--- src/rtl/deser_pkg.sv ---
package deser_pkg;

    localparam int WORD_W = 8;
    localparam int CNT_W  = $clog2(WORD_W);

    typedef enum logic {
        RATE_DUAL   = 1'b0,
        RATE_SINGLE = 1'b1
    } rate_e;

    // partial word being assembled
    typedef struct packed {
        logic [WORD_W-1:0] shreg;
        logic [CNT_W-1:0]  cnt;
    } acc_t;

    // result of absorbing one bit
    typedef struct packed {
        acc_t              acc;
        logic              done;
        logic [WORD_W-1:0] word;
    } step_t;

    // new bit enters at the top, so the earliest bit ends at index 0
    function automatic step_t push_bit(acc_t a, logic b);
        step_t r;
        r.acc.shreg = {b, a.shreg[WORD_W-1:1]};
        r.done      = (a.cnt == CNT_W'(WORD_W-1));
        r.word      = r.acc.shreg;
        r.acc.cnt   = r.done ? '0 : a.cnt + 1'b1;
        return r;
    endfunction

endpackage

--- src/rtl/deser_frontend.sv ---
module deser_frontend (
    input  logic clk,
    input  logic rst,
    input  logic ser_a,
    input  logic ser_b,
    input  logic lane_sel,
    input  logic clk_en,
    output logic ser_bit,
    output logic fall_bit,
    output logic en_q
);
    // lane mux ahead of both capture edges
    assign ser_bit = lane_sel ? ser_b : ser_a;

    // falling-edge capture: first bit of a dual-rate period, and the
    // enable, updated mid-period so a rising-edge slot is never cut short
    always_ff @(negedge clk or posedge rst) begin
        if (rst) begin
            fall_bit <= 1'b0;
            en_q     <= 1'b0;
        end else begin
            fall_bit <= ser_bit;
            en_q     <= clk_en;
        end
    end
endmodule

--- src/rtl/deser_slip_ctl.sv ---
module deser_slip_ctl #(
    parameter int STAGES = 2
) (
    input  logic clk,
    input  logic rst,
    input  logic sync_in,
    input  logic consume,
    output logic slip_pend
);
    logic [STAGES-1:0] chain;
    logic              sync_s;
    logic              s_prev;
    logic              used;
    logic              fire;

    assign sync_s = chain[STAGES-1];
    assign fire   = sync_s & s_prev & ~used;

    always_ff @(posedge clk or posedge rst) begin
        if (rst) begin
            chain     <= '0;
            s_prev    <= 1'b0;
            used      <= 1'b0;
            slip_pend <= 1'b0;
        end else begin
            chain     <= {chain[STAGES-2:0], sync_in};
            s_prev    <= sync_s;
            used      <= sync_s & (used | fire);
            slip_pend <= fire | (slip_pend & ~consume);
        end
    end

    // a slip is only armed after two synchronized high samples
    a_r5_needs_hold: assert property (@(posedge clk) disable iff (rst)
        $rose(slip_pend) |-> ($past(sync_s) && $past(s_prev)));

    // once consumed, a pending slip does not re-arm from the same hold
    a_r6_one_per_hold: assert property (@(posedge clk) disable iff (rst)
        (slip_pend && consume) |=> !slip_pend);
endmodule

--- src/rtl/serial_word_deser.sv ---
module serial_word_deser #(
    parameter int SYNC_STAGES = 2
) (
    input  logic       clk,
    input  logic       rst,
    input  logic       ser_a,
    input  logic       ser_b,
    input  logic       lane_sel,
    input  logic       rate_sel,
    input  logic       sync_in,
    input  logic       clk_en,
    output logic [7:0] word_out,
    output logic       word_valid
);
    import deser_pkg::*;

    logic  ser_bit, fall_bit, en_q, slip_pend;
    acc_t  acc_q, acc_m, acc_d;
    step_t st0, st1;
    logic  use0, use1, b0, b1;

    deser_frontend u_fe (
        .clk(clk), .rst(rst), .ser_a(ser_a), .ser_b(ser_b),
        .lane_sel(lane_sel), .clk_en(clk_en),
        .ser_bit(ser_bit), .fall_bit(fall_bit), .en_q(en_q)
    );

    deser_slip_ctl #(.STAGES(SYNC_STAGES)) u_slip (
        .clk(clk), .rst(rst), .sync_in(sync_in),
        .consume(en_q), .slip_pend(slip_pend)
    );

    // slot 0 = falling-edge bit (dual only), slot 1 = rising-edge bit;
    // a pending slip removes the earliest slot of the period
    always_comb begin
        b0 = fall_bit;
        b1 = ser_bit;
        if (rate_e'(rate_sel) == RATE_SINGLE) begin
            use0 = 1'b0;
            use1 = ~slip_pend;
        end else begin
            use0 = ~slip_pend;
            use1 = 1'b1;
        end
        st0   = push_bit(acc_q, b0);
        acc_m = use0 ? st0.acc : acc_q;
        st1   = push_bit(acc_m, b1);
        acc_d = use1 ? st1.acc : acc_m;
    end

    always_ff @(posedge clk or posedge rst) begin
        if (rst) begin
            acc_q      <= '0;
            word_out   <= '0;
            word_valid <= 1'b0;
        end else begin
            word_valid <= 1'b0;
            if (en_q) begin
                acc_q <= acc_d;
                if (use1 && st1.done) begin
                    word_out   <= st1.word;
                    word_valid <= 1'b1;
                end else if (use0 && st0.done) begin
                    word_out   <= st0.word;
                    word_valid <= 1'b1;
                end
            end
        end
    end

    // strobe lasts one clock (words are at least four periods apart)
    a_r9_strobe_once: assert property (@(posedge clk) disable iff (rst)
        word_valid |=> !word_valid);

    // the output word only moves together with the strobe
    a_r9_word_hold: assert property (@(posedge clk) disable iff (rst)
        !word_valid |-> $stable(word_out));

    // a period with the sampled enable low leaves the partial word alone
    a_r8_gate_holds: assert property (@(posedge clk) disable iff (rst)
        !en_q |=> $stable(acc_q));
endmodule

--- config.mk ---
export PLATFORM = sky130hd
export DESIGN_NAME = serial_word_deser
export DESIGN_NICKNAME = d
export VERILOG_FILES = /design/src/rtl/deser_pkg.sv /design/src/rtl/deser_frontend.sv /design/src/rtl/deser_slip_ctl.sv /design/src/rtl/serial_word_deser.sv
export SDC_FILE = /design/constraint.sdc
export NUM_CORES = 1
export LEC_CHECK = 0
export BUFFER_PORTS_ARGS = -buffer_cell sky130_fd_sc_hd__buf_4
export CAP_MARGIN = 40
export CORE_MARGIN = 3
export CORE_UTILIZATION = 60
export DETAILED_ROUTE_END_ITERATION = 10
export PLACE_DENSITY = 0.92
export SYNTH_ARGS = -nofsm -noshare
export SYNTH_HDL_FRONTEND = slang
export SYNTH_HIERARCHICAL = 1
export SYNTH_SLANG_ARGS = --single-unit
--- constraint.sdc ---
create_clock -name clk -period 8.3 [get_ports clk]
set_clock_uncertainty 0.05 [all_clocks]
set_input_delay 0.415 -clock clk [delete_from_list [all_inputs] [get_ports clk]]
set_output_delay 0.415 -clock clk [all_outputs]
set_load 0.005 [all_outputs]
Word-level counts from Yosys, hierarchy flattened --
Cells that the tools add are included.
Storage, ports and cells: register bits after elaboration 26, input port bits 8, output and inout port bits 9
Operators by class: $add $sub $neg 2, equality and inequality tests 2, multiplexer cells 12, bitwise logic cells 9, reduce and logical (&&, ||, !) cells 4
Operators with widths (count):
- $mux W11 | 2
- $mux W8 | 2
- $add A3 B1 Y3 const B | 2
- $eq A3 B3 Y1 const B | 2
- $mux W1 | 6
- $mux W3 | 2
- $and A1 B1 Y1 | 4
- $not A1 Y1 | 3
- $logic_and A1 B1 Y1 | 2
- $or A1 B1 Y1 | 2
- $reduce_and A2 Y1 | 1
- $reduce_bool A2 Y1 | 1

Longest topological paths before layout --
Gate-level depths: netlist of run 1.
depth after elaboration 7, mapped depth 11

By module --
Netlist of run 1, hierarchy kept.
Modules (own cells, without submodules):
- serial_word_deser | instances 1, cells an instance 103, area an instance 1146.1 um^2, seq. area each 475.5 um^2
- deser_slip_ctl | instances 1, cells an instance 10, area an instance 156.4 um^2, seq. area each 125.1 um^2
- deser_frontend | instances 1, cells an instance 4, area an instance 68.8 um^2, seq. area each 50.0 um^2

==> results of run 1 <==
-- worst max path at each step --
stage | from | end | cells after the start
2_1_floorplan | u_fe/en_q$_DFF_NP0_ | word_out[0]$_DFFE_PP0P_ | 3
3_3_place_gp | u_fe/en_q$_DFF_NP0_ | word_out[4]$_DFFE_PP0P_ | 2
3_5_place_dp | u_fe/en_q$_DFF_NP0_ | word_out[0]$_DFFE_PP0P_ | 2
4_1_cts | u_fe/en_q$_DFF_NP0_ | word_out[0]$_DFFE_PP0P_ | 2
5_1_grt | u_fe/en_q$_DFF_NP0_ | word_out[4]$_DFFE_PP0P_ | 2
6_report | u_fe/en_q$_DFF_NP0_ | word_out[0]$_DFFE_PP0P_ | 2
-- stage by stage --
stage	cells	area, µm²	worst slack, ns	utilization (%)	hold WS [ns]
6_report	159	1534	2.390	74.39	0.1353
5_1_grt	159	1534	2.352	74.39	0.1258
4_1_cts	159	1534	2.433	74.39	0.1341
3_5_place_dp	154	1488	2.436	72.15	0.2918
3_3_place_gp	154	1488	2.515	72.15	0.2825
2_1_floorplan	117	1371	2.885	-	0.1435
-- cells in the mapped netlist, types with 3 or more instances --
library cell	number	area (µm²)
mux2_4	4	60.06
buf_2	3	15.01
o21ai_0	3	15.01
nand2_1	4	15.01
a21o_1	4	30.03
a21oi_1	3	15.01
ha_1	4	50.05
o22ai_1	10	62.56
nand2b_1	3	18.77
inv_1	10	37.54
dfrtp_1	24	600.6
mux2i_1	7	70.07
mux2_2	13	146.4
-- what timing repair did --
| item | 4_1_cts | 5_1_grt |
|---|---|---|
| hold buffers | 1 | 0 |
| endpoints found under the hold margin | 5 | 0 |
| gates resized for setup | 0 | 0 |
-- worst register-to-register path, stage by stage, from the launching register on --
cell and delay, ns:
dfrtn_1 0.75, o21a_1 0.48, mux2_2 0.39
-- report_power, final --
| part | internal, W | total, W | switching [W] |
|---|---|---|---|
| registers | 0.000164 | 0.000198 | 0.0000338 |
| clock network | 0.0000269 | 0.0000633 | 0.0000364 |
| logic | 0.000101 | 0.000171 | 0.0000701 |
| total | 0.000292 | 0.000432 | 0.000140 |
-- cell type report --
class	count	area [µm²]	area share, %
Tap cell	27	33.78	2.202
Timing Repair Buffer	17	130.1	8.483
Sequential cell	26	650.6	42.41
Inverter	10	37.54	2.447
Clock buffer	4	36.28	2.365
Multi-Input combinational cell	75	645.6	42.09
-- kinds of logic after synthesis --
family,count (synthesis),synth area share [%]
AOI/OAI and AO/OA,28,13.78
adders and majority gates,4,3.650
and+or+nand+nor,16,7.208
DFF,26,47.45
buffers and inverters,16,5.474
muxes,26,21.81
xor gates and xnor gates,1,0.6388
-- layer usage --
metal,vias up,track usage [%],share of wire [%]
met5,-,0,0
met4,0,7.660,1.5
met3,5,2.770,4.4
met2,37,33.87,50
met1,482,29.27,44
li1,447,-,-
==> metrics.yaml, run 1 <==
outcome:
  status: "complete, no violations"
detailed_routing:
  vias: 971
  dr.first_iter.drc_count: 38
  ant_nets: 0
  wire_per_inst_um: 16.73
  avgViaCountPerCell: 6.107
  drt-pass1-iter-count: 4
  drt_wl_total_um: 2660
  drc: 0
critical_path:
  crit_required_ns: 8.47
  critical_path_arrival_ns: 6.08
  rrSetupSlack_ns: 2.39
  r2r-start: "u_fe/en_q$_DFF_NP0_"
  worst-path-buf-inv: 0
  r2r-end: "word_out[0]$_DFFE_PP0P_"
  r2r_cells: 2
  cpLargestDelayFamily: "flip-flops"
  end_kind: "register"
  critPathLaunchType: "register"
  worstSetupPathType: "register to register"
  cp_slowest_stage_delay_ns: 0.75
  crit_chain: "o21a_1, mux2_2"
  path_max_fanout: 16
  critical_path.slowest_cell: "dfrtn_1"
yosys:
  ys_seq_elements: 26
  netlist_instances: 117
  yosysWarningCount: 6
  synth_edf_count: 0
  syn_area_um2: 1371
  synth_fp_nets: 129
  synthFlopType: "dfrtp_1"
  synth_cell_type_count: 33
  async_flop_share_pct: 100.0
  syn_avg_cell_area_um2: 11.72
  synth_seq_area_share_pct: 47.45
floorplanning:
  die-area_um2: 2895
  start_util_pct: 66.50
  io_pins: 17
  rows: 16
  die_x_um: 53.81
  die_h_um: 53.81
  core_um2: 2062
pwr:
  power_w: 0.0004321
  p_per_area_nw_per_um2: 281.7
  ir_drop_mv: 0.1905
  p_leak_nw: 0.7190
clock_tree:
  cts_tree: "built"
  h-tree-depth: 1
  post_cts_buffers: 0
  ctsLongestPathBuffers: 2
  numClockSinks: 26
  cts_buffers: 3
  cts-root-buf: "clkbuf_4"
  clock_latency_ns: 0.32
  cts.reportedPaths.clkPinSlew_ns: 0.13
sta:
  rsz0062_at_grt: "false"
  hold_violations: 0
  slew-limit-headroom_pct: 52.32
  finalSetupTns_ns: 0
  slew_viol_final: 0
  tightest_slew_ns: 0.7144
  setup_violations: 0
layout:
  drive_above_1_share_pct: 29.55
  diodes: 0
  fillers: 127
  max_flop_register: "acc_q"
  nets: 145
  mostFrequentLayoutCells: "dfrtp_1 (24), buf_4 (16), mux2_2 (13)"
  area_delta_synth_final_pct: 11.86
  reg_top3: "acc_q: 10 flops, word_out: 8 flops, u_slip/chain: 2 flops"
  largest_reg_flops: 10
  layout_commonest_cell: "dfrtp_1"
min_path:
  holdPathEnd: "u_slip/chain[0]$_DFF_PP0_"
  hp-class: "input port to register"
  holdPathStages: 1
  holdCritStartpoint: "sync_in"
placed_design:
  gp_congestion: 0.8280
  dp.final_hpwl_um: 1828
  io_buffers: 16
flow_run:
  drv_cap: 0
global_routing:
  grt_max_degree: 20
  grt_pass1_vias: 950
  antenna_found_initial: 0
  grtUsageTotal_pct: 21.12
  overflow: 0
  grt_pass1_wl_um: 4333
(Power assumes the default switching activity.)
==> run 2: changes to the inputs <==
ABC_AREA = 1   (was unset)
CORE_UTILIZATION = 56   (was 60)
PLACE_DENSITY = 0.88   (was 0.92)
clock period = 5.5 ns   (was 8.3 ns; I/O delays follow)
==> metrics.yaml, run 2 <==
yosys:
  syn_area_um2: 1314  # was 1371 µm²
  async_flop_share_pct: 100.0  # unchanged
  yosys-top-cells-area: "dfrtp_1 (46%), nand2_1 (13%), nand3_1 (6.5%)"  # was dfrtp_1 (44%), mux2_2 (11%), mux2i_1 (5.1%)
  synth_seq_area_share_pct: 49.52  # was 47.45%
  syn_avg_cell_area_um2: 8.587  # was 11.72 µm²
  synth_fp_nets: 165  # was 129
  yosysWarningCount: 6  # unchanged
  netlist_instances: 153  # was 117
  synth_most_common_cell: "nand2_1"  # was dfrtp_1
  synth_cell_type_count: 20  # was 33
  synth_edf_count: 0  # unchanged
  ys_seq_elements: 26  # unchanged
  synth_common_cells: "nand2_1 (47), dfrtp_1 (24), inv_1 (20), nand3_1 (17), nand2_2 (8)"  # was dfrtp_1 (24), mux2_2 (13), inv_1 (10), o22ai_1 (10), mux2i_1 (7)
  synth_top_area_share_pct: 45.71  # was 43.80%
  yosysTopAreaCell: "dfrtp_1"  # unchanged
  synthFlopType: "dfrtp_1"  # unchanged
critical_path:
  cp_slowest_stage_delay_ns: 0.52  # was 0.75 ns
  crit_chain: "nand2_2, inv_2, nor2_1, a31oi_1"  # was o21a_1, mux2_2
  worst-path-buf-inv: 1  # was 0
  worstSetupPathType: "register to register"  # unchanged
  r2r-start: "u_fe/en_q$_DFF_NP0_"  # unchanged
  critical_path.slowest_cell: "dfrtn_1"  # unchanged
  end_kind: "register"  # unchanged
  critical_path_arrival_ns: 4.15  # was 6.08 ns
  path_max_fanout: 16  # unchanged
  crit_required_ns: 5.70  # was 8.47 ns
  startpoint: "u_fe/en_q$_DFF_NP0_"  # unchanged
  cpLargestDelayFamily: "flip-flops"  # unchanged
  critPathLaunchType: "register"  # unchanged
sta:
  finalSetupTns_ns: 0  # unchanged
  slew-limit-headroom_pct: 51.19  # was 52.32%
  slew_viol_final: 0  # unchanged
  tightest_slew_ns: 0.7314  # was 0.7144 ns
  rsz0062_at_grt: "false"  # unchanged
  hold_violations: 0  # unchanged
  setup_violations: 0  # unchanged
clock_tree:
  ctsLongestPathBuffers: 2  # unchanged
  post_cts_buffers: 0  # unchanged
  numClockSinks: 26  # unchanged
  cts_buffers: 3  # unchanged
  h-tree-depth: 1  # unchanged
  cts.reportedPaths.clkPinSlew_ns: 0.13  # about the same
  clock_latency_ns: 0.32  # about the same
  hold_buffers: 1  # unchanged
  cts-root-buf: "clkbuf_4"  # unchanged
  cts_resized: 0  # unchanged
  cts_tree: "built"  # unchanged
placed_design:
  dp.final_hpwl_um: 1824  # was 1828 µm
  post_dp_cell_area_um2: 1429  # was 1488 µm²
  gp_congestion: 0.8538  # was 0.8280
  io_buffers: 16  # unchanged
min_path:
  holdCritStartpoint: "rate_sel"  # was sync_in
  hp-class: "input port to register"  # unchanged
global_routing:
  grt_pass1_wl_um: 4257  # was 4333 µm
  antenna_found_initial: 0  # unchanged
  grt_max_degree: 20  # unchanged
  grt_pass1_vias: 998  # was 950
  grtUsageTotal_pct: 20.50  # was 21.12%
  overflow: 0  # unchanged
detailed_routing:
  drt_wl_total_um: 2590  # was 2660 µm
  drt-pass1-iter-count: 4  # unchanged
  avgViaCountPerCell: 5.156  # was 6.107
  ant_nets: 0  # unchanged
  drc: 0  # unchanged
  wire_per_inst_um: 13.02  # was 16.73 µm
  vias: 1026  # was 971
  dr.first_iter.drc_count: 15  # was 38
layout:
  nets: 185  # was 145
  area_delta_synth_final_pct: 13.05  # was 11.86%
  reg_top3: "acc_q: 10 flops, word_out: 8 flops, u_slip/chain: 2 flops"  # unchanged
  max_flop_register: "acc_q"  # unchanged
  largest_reg_flops: 10  # unchanged
  drive_above_1_share_pct: 20.93  # was 29.55%
  diodes: 0  # unchanged
  mostFrequentLayoutCells: "nand2_1 (47), dfrtp_1 (24), inv_1 (20)"  # was dfrtp_1 (24), buf_4 (16), mux2_2 (13)
  layout_commonest_cell: "nand2_1"  # was dfrtp_1
  utilization_pct: 71.33  # was 74.39%
  design_area_um2: 1485  # was 1534 µm²
floorplanning:
  rows: 16  # unchanged
  die-area_um2: 2963  # was 2895 µm²
  core_um2: 2082  # was 2062 µm²
  die_x_um: 54.44  # was 53.81 µm
  start_util_pct: 63.10  # was 66.50%
  die_h_um: 54.44  # was 53.81 µm
  io_pins: 17  # unchanged
flow_run:
  drv_cap: 0  # unchanged
pwr:
  ir_drop_mv: 0.3036  # was 0.1905 mV
  p_per_area_nw_per_um2: 384.7  # was 281.7 nW/µm²
  p_leak_nw: 0.8142  # was 0.7190 nW
outcome:
  status: "complete, no violations"  # unchanged
-- run 2: per-stage QoR --
step	total power (W)	hold WS, ns	std cells	setup slack [ns]
finish	0.0005714	0.2902	199	1.550
CTS	0.0005760	0.003095	198	1.559
detailed placement	0.0004802	0.1624	193	1.568
global placement	0.0004660	0.1414	193	1.562
global route	0.0006155	0.2931	199	1.424
floorplan	0.0004043	0.003521	153	1.662
-- run 2: worst paths after layout --
check / endpoint / slack (ns) / cells after the start
setup reg to reg: acc_q[8]$_DFFE_PP0P_ / 1.55 / 4
setup / recovery: acc_q[8]$_DFFE_PP0P_ / 1.55 / 4
hold reg to reg: u_slip/chain[1]$_DFF_PP0_ / 0.34 / 0
max in group asynchronous: u_fe/en_q$_DFF_NP0_ / 2.31 / 3
min in group asynchronous: u_slip/s_prev$_DFF_PP0_ / 0.36 / 3
hold / removal: acc_q[5]$_DFFE_PP0P_ / 0.29 / 4
-- run 2: power breakdown --
group | switching (W) | total (W) | internal (W)
logic | 0.000103 | 0.000197 | 0.0000935
clock network | 0.0000547 | 0.0000951 | 0.0000405
registers | 0.0000372 | 0.000279 | 0.000242
-- run 2: area by class of cell --
cell class | count | area (µm²)
clock buffer | 4 | 36.28
timing repair buffer | 18 | 140.1
multi-input combinational | 102 | 536.8
sequential | 26 | 650.6
inverter | 22 | 87.58
fill | 162 | 596.8
tap | 27 | 33.78
-- run 2: kinds of logic after synthesis --
group | after synthesis | synth area share (%)
flip-flops | 26 | 49.52
AND/OR/NAND/NOR | 83 | 29.71
AO/OA/AOI/OAI | 15 | 7.334
adder cells (fa/ha/maj) | 4 | 3.810
buffers and inverters | 25 | 9.619
-- run 2: tightest hold or removal path: stages --
cell and delay [ns]:
buf_4 0.11, nor2_4 0.09, nand2_2 0.08, a31oi_1 0.07
-- run 2: per-layer routing --
layer | track usage, % | part of all wire [%] | wire length, µm
met1 | 26.71 | 45 | 1158
met2 | 33.47 | 49 | 1274
met3 | 2.997 | 3.5 | 91
met4 | 9.544 | 2.5 | 66
met5 | 0 | 0 | 0
